[src/rtl/dts_pkg.sv]
package dts_pkg;

  typedef enum logic {
    POL_LOW  = 1'b0,
    POL_HIGH = 1'b1
  } trig_pol_e;

  typedef enum logic {
    MODE_EDGE  = 1'b0,
    MODE_LEVEL = 1'b1
  } trig_mode_e;

  localparam int EXP_BITS = 4;

endpackage

[src/rtl/dts_trig_front.sv]
// Synchronizes the raw trigger, applies polarity and flags qualifying edges.
module dts_trig_front #(
  parameter int STAGES = 2
) (
  input  logic clk,
  input  logic rst_n,
  input  logic raw,
  input  logic pol,
  output logic act,
  output logic rise_o
);
  import dts_pkg::*;

  logic synced;
  logic act_q;

  generate
    if (STAGES == 1) begin : g_one
      logic s_q;
      always_ff @(posedge clk or negedge rst_n) begin
        if (!rst_n) s_q <= 1'b0;
        else        s_q <= raw;
      end
      assign synced = s_q;
    end else begin : g_chain
      logic [STAGES-1:0] sh_q;
      always_ff @(posedge clk or negedge rst_n) begin
        if (!rst_n) sh_q <= '0;
        else        sh_q <= {sh_q[STAGES-2:0], raw};
      end
      assign synced = sh_q[STAGES-1];
    end
  endgenerate

  assign act = (pol == POL_HIGH) ? synced : ~synced;

  always_ff @(posedge clk or negedge rst_n) begin
    if (!rst_n) act_q <= 1'b0;
    else        act_q <= act;
  end

  assign rise_o = act & ~act_q;

endmodule

[src/rtl/dts_count.sv]
// Tracks the remaining transfers of one start and the busy/done flags.
module dts_count #(
  parameter int CNT_W = 11
) (
  input  logic             clk,
  input  logic             rst_n,
  input  logic             start_ok,
  input  logic             fire,
  input  logic [CNT_W-1:0] total,
  output logic             busy,
  output logic             done,
  output logic             ending
);
  logic [CNT_W-1:0] rem_q;

  assign ending = fire && (rem_q == CNT_W'(1));

  always_ff @(posedge clk or negedge rst_n) begin
    if (!rst_n) begin
      rem_q <= '0;
      busy  <= 1'b0;
      done  <= 1'b0;
    end else if (start_ok) begin
      rem_q <= total;
      busy  <= 1'b1;
      done  <= 1'b0;
    end else if (fire) begin
      rem_q <= rem_q - CNT_W'(1);
      if (ending) begin
        busy <= 1'b0;
        done <= 1'b1;
      end
    end
  end

endmodule

[src/rtl/dts_burst.sv]
// Holds the credit of the running burst and a single pending edge start.
module dts_burst #(
  parameter int BL_W = 11
) (
  input  logic                      clk,
  input  logic                      rst_n,
  input  logic                      busy,
  input  logic                      ending,
  input  logic                      hw_en,
  input  logic                      level,
  input  logic                      burst,
  input  logic [dts_pkg::EXP_BITS-1:0] bexp,
  input  logic                      act,
  input  logic                      rise,
  input  logic                      fire,
  output logic                      have
);
  import dts_pkg::*;

  logic [BL_W-1:0] left_q, left_dec, size;
  logic            pend_q;

  assign size     = burst ? (BL_W'(1) << bexp) : BL_W'(1);
  assign left_dec = (fire && left_q != '0) ? left_q - BL_W'(1) : left_q;
  assign have     = (left_q != '0);

  always_ff @(posedge clk or negedge rst_n) begin
    if (!rst_n) begin
      left_q <= '0;
      pend_q <= 1'b0;
    end else if (!busy || ending || !hw_en) begin
      left_q <= '0;
      pend_q <= 1'b0;
    end else if (level == MODE_LEVEL) begin
      pend_q <= 1'b0;
      if (left_dec == '0 && act) left_q <= size;
      else                       left_q <= left_dec;
    end else if (left_dec == '0) begin
      if (pend_q) begin
        left_q <= size;
        pend_q <= rise;
      end else if (rise) begin
        left_q <= size;
      end else begin
        left_q <= left_dec;
      end
    end else begin
      left_q <= left_dec;
      if (rise) pend_q <= 1'b1;
    end
  end

endmodule

[src/rtl/dma_trig_seq.sv]
// Decides when one DMA channel may issue a transfer.
module dma_trig_seq #(
  parameter int CNT_W     = 11,
  parameter int BEXP_MAX  = 10,
  parameter int SYNC_STGS = 2
) (
  input  logic                          clk,
  input  logic                          rst_n,
  input  logic                          sw_start,
  input  logic                          hw_trig,
  input  logic                          periph_req,
  input  logic                          cfg_preq_en,
  input  logic                          cfg_hw_en,
  input  logic                          cfg_pol,
  input  logic                          cfg_level,
  input  logic                          cfg_burst,
  input  logic [dts_pkg::EXP_BITS-1:0]  cfg_bexp,
  input  logic [CNT_W-1:0]              xfer_total,
  output logic                          req_valid,
  input  logic                          req_ready,
  output logic                          busy,
  output logic                          done,
  output logic                          cfg_err
);
  import dts_pkg::*;

  localparam int                BL_W    = BEXP_MAX + 1;
  localparam logic [EXP_BITS-1:0] EXP_LIM = EXP_BITS'(BEXP_MAX);

  logic act, rise, have, ending, fire, gate, start_ok;

  assign cfg_err  = (cfg_bexp > EXP_LIM);
  assign start_ok = sw_start && !busy && !cfg_err && (xfer_total != '0);
  assign gate     = !cfg_preq_en || periph_req;
  assign req_valid = busy && gate && (cfg_hw_en ? have : 1'b1);
  assign fire     = req_valid && req_ready;

  dts_trig_front #(.STAGES(SYNC_STGS)) u_front (
    .clk    (clk),
    .rst_n  (rst_n),
    .raw    (hw_trig),
    .pol    (cfg_pol),
    .act    (act),
    .rise_o (rise)
  );

  dts_count #(.CNT_W(CNT_W)) u_count (
    .clk      (clk),
    .rst_n    (rst_n),
    .start_ok (start_ok),
    .fire     (fire),
    .total    (xfer_total),
    .busy     (busy),
    .done     (done),
    .ending   (ending)
  );

  dts_burst #(.BL_W(BL_W)) u_burst (
    .clk    (clk),
    .rst_n  (rst_n),
    .busy   (busy),
    .ending (ending),
    .hw_en  (cfg_hw_en),
    .level  (cfg_level),
    .burst  (cfg_burst),
    .bexp   (cfg_bexp),
    .act    (act),
    .rise   (rise),
    .fire   (fire),
    .have   (have)
  );

endmodule

[config.mk]
export PLATFORM = sky130hd
export DESIGN_NAME = dma_trig_seq
export DESIGN_NICKNAME = d
export VERILOG_FILES = /design/src/rtl/dts_pkg.sv /design/src/rtl/dts_trig_front.sv /design/src/rtl/dts_count.sv /design/src/rtl/dts_burst.sv /design/src/rtl/dma_trig_seq.sv
export SDC_FILE = /design/constraint.sdc
export NUM_CORES = 1
export LEC_CHECK = 0
export ABC_AREA = 1
export BUFFER_PORTS_ARGS = -buffer_cell sky130_fd_sc_hd__buf_2
export CORE_ASPECT_RATIO = 1.2
export CORE_MARGIN = 2
export CORE_UTILIZATION = 44
export CTS_BUF_LIST = sky130_fd_sc_hd__clkbuf_8
export CTS_CLUSTER_SIZE = 40
export DETAILED_ROUTE_END_ITERATION = 7
export GPL_ROUTABILITY_DRIVEN = 0
export MAX_ROUTING_LAYER = met4
export PLACE_DENSITY_LB_ADDON = 0.25
export SLEW_MARGIN = 20
export SYNTH_ARGS = -nofsm -noshare
export SYNTH_HDL_FRONTEND = slang
export SYNTH_SLANG_ARGS = --single-unit
[constraint.sdc]
create_clock -name clk -period 2.9 [get_ports clk]
set_input_delay 0.145 -clock clk [delete_from_list [all_inputs] [get_ports clk]]
set_output_delay 0.145 -clock clk [all_outputs]
set_load 0.01 [all_outputs]
==> results.yml <==
layout:
  fin_util: 0.505
  final_common_cell: "nand2_1"
  final_cell_mix: "nand2_1, nor2_1, inv_1, nand3_1, buf_2"
  antenna_cells: 0
  nets: 507
  drive_gt1_frac: 0.134
  syn2layout_area_growth_pct: 12.6
worst_setup_path:
  reg2reg_to: "u_burst.left_q[0]"
  startpoint: "u_burst.left_q[0]"
  crit_path_max_fanout: 8
  critPathBufInv: 2
  endpoint_kind: "flop"
  critPathMostFrequentCell: "nand2_1"
  r2r_slack_ns: 0.38
  slowest_stage: "dfrtp_1"
  crit_family: "simple AND/OR/NAND/NOR gates"
  r2r_start: "u_burst.left_q[0]"
  cpPeakStageDelay_ns: 0.42
  crit_arrival_ns: 2.70
  crit_chain: "inv_2, ha_1, inv_1, nor3_1, xor2_1, nand2_1, nand2_1, nand2_1, nor2_4, nand3_4, nor2_2, nand2_1, nand3_1, nand2_1"
  cp.required_ns: 3.09
  path_class: "flop to flop"
  r2r_cells: 14
  setup.worst_path.start_class: "flop"
clock_tree:
  cts_buffers: 3
  cts_tree: "yes"
  insertion_delay_ns: 0.28
  clk_pin_slew_ns: 0.10
  cts_root_buf: "clkbuf_8"
  clk_path_buf_depth: 2
  htreeDepth: 1
  cts_num_sinks: 28
power_and_ir_drop:
  p_per_area_nw_per_um2: 885
  vdd_drop_max_uv: 358
  p_total_mw: 2.67
  p_leak_nw: 1.60
timing:
  skew_ns: 0.00824
  max_slew_margin: 0.573
  slew_viol_final: 0
  tightest_slew_ns: 0.641
  finalCritPeriodShare: 0.868
  period_minus_slack_ns: 2.52
  hold_viol: 0
  rsz0062_at_grt: "false"
  setup_tns_ns: 0
  setup_viol: 0
  fmaxAchievable_mhz: 397
run_status:
  status: "finished, final reports clean"
synth:
  synth-seq-cells: 28
  seq_area_frac_synth: 0.262
  yosys_warnings: 0
  ys_types: 33
  synth_top_flop_cell: "dfrtp_1"
  synth_edf_count: 0
  async_flop_share: 1.00
  syn_avg_cell_area_sq_um: 6.03
  postSynthCellCount: 444
  syn_area_sq_um: 2680
  synth_fp_nets: 474
min_path:
  hold_path.class: "primary input to flop"
  min_delay_worst_endpoint: "u_count.rem_q[9]"
  hold_depth: 3
  hp-start: "xfer_total[9]"
route:
  drt_pass1_iterations: 6
  wl_mm: 6.94
  drtAntennaViolNets: 0
  dr_total_vias: 2836
  wire_per_inst_microns: 12.4
  drtIter0Drc: 156
  route.detailed.drc: 0
  via_per_inst: 5.08
global_routing:
  grt_antenna_before_repair: 0
  track_usage: 0.228
  grt_max_degree: 29
  grt_pass1_wl_mm: 11.6
  grt_overflow: 0
  first_global_vias: 2577
run:
  maxCapViolCount: 0
placed_design:
  dp_hpwl_mm: 5.64
  portBuffers: 29
floorplan:
  ios: 30
  core_sq_um: 5970
  dieArea_sq_um: 6730
  die_w_microns: 75.2
  num_rows: 31
  initial_utilization: 0.448
  die_h_microns: 89.5
[sequential cells by signal, indices dropped and copies added (netlist names)]
register              flops
u_burst.left_q           11
u_count.rem_q            11
u_front.g_chain.sh_q      2
u_burst.pend_q            1
u_count.busy              1
u_count.done              1
u_front.act_q             1
[area by class of cell]
type                       count  area [sq um]
timing repair buffer          35           208
clock inverter                 1          30.0
multi-input combinational    353          1720
fill                         616          2960
sequential                    28           701
tap                           82           103
inverter                      56           210
clock buffer                   3          41.3
[stage by stage]
stage	area, sq um	hold slack, ns	setup slack, ns	std cells
6_report	3020	0.0971	0.383	558
5_1_grt	3020	0.108	0.0839	558
4_1_cts	2980	0.0955	0.0874	556
3_5_place_dp	2890	0.208	0.114	550
3_3_place_gp	2890	0.204	0.129	550
2_1_floorplan	2680	-0.151	0.665	444
[cells by family (layout without fill, tap and decap cells)]
group                      Yosys count  in the layout  share of synthesized area
buffers and inverters               63             95                     0.0981
and+or+nand+nor                    294            294                      0.486
adders and majority gates            4              4                     0.0187
AOI/OAI and AO/OA                   40             40                     0.0860
DFF                                 28             28                      0.262
xor gates and xnor gates            15             15                     0.0491
[synthesized netlist by cell type, types with 4 or more instances]
cell type,n,share of area
nand2_1,155,0.22
nor2_1,70,0.098
inv_1,53,0.074
nand3_1,29,0.054
dfrtp_1,28,0.26
a21oi_1,14,0.026
o21ai_0,13,0.024
xor2_1,12,0.039
nand4_1,8,0.019
nor3_1,8,0.015
nor2_4,6,0.025
nor2_2,5,0.012
ha_1,4,0.019
[repair_timing]
action / CTS / global route
resized for setup: 0 / 2
setup endpoints to repair: 0 / 12
hold buffers: 2 / 0
hold endpoints to repair: 29 / 0
setup buffers: 0 / 2
[metal layers]
| layer | part of all wire | routed length [microns] | vias up | global-route usage |
|---|---|---|---|---|
| li1 | - | - | 1468 | - |
| met1 | 0.43 | 2980 | 1275 | 0.278 |
| met2 | 0.51 | 3540 | 76 | 0.393 |
| met3 | 0.036 | 249 | 17 | 0.0203 |
| met4 | 0.024 | 163 | 0 | 0.0781 |
| met5 | 0 | 0 | - | - |
[where the power goes]
group	total (mW)	leakage, nW	switching (mW)	internal [mW]
Sequential	0.633	0.347	0.122	0.510
Clock	0.316	0.0357	0.131	0.185
Combinational	1.72	1.22	1.13	0.593
Total	2.67	1.60	1.38	1.29
[tightest hold or removal path, cell delays in order]
cell      delay, ns
buf_2          0.09
nand2_1        0.05
o221ai_1       0.06
[how the worst max path moves through the flow]
stage	slack, ns	depth (start not counted)	endpoint
after floorplan	0.66	17	u_burst.left_q[4]
after global placement	0.13	15	u_burst.left_q[2]
after detailed placement	0.11	15	u_burst.left_q[2]
after CTS	0.09	15	u_burst.left_q[2]
after global routing	0.08	15	u_burst.left_q[0]
final	0.38	14	u_burst.left_q[0]
Power figures use the tool's default switching activity.
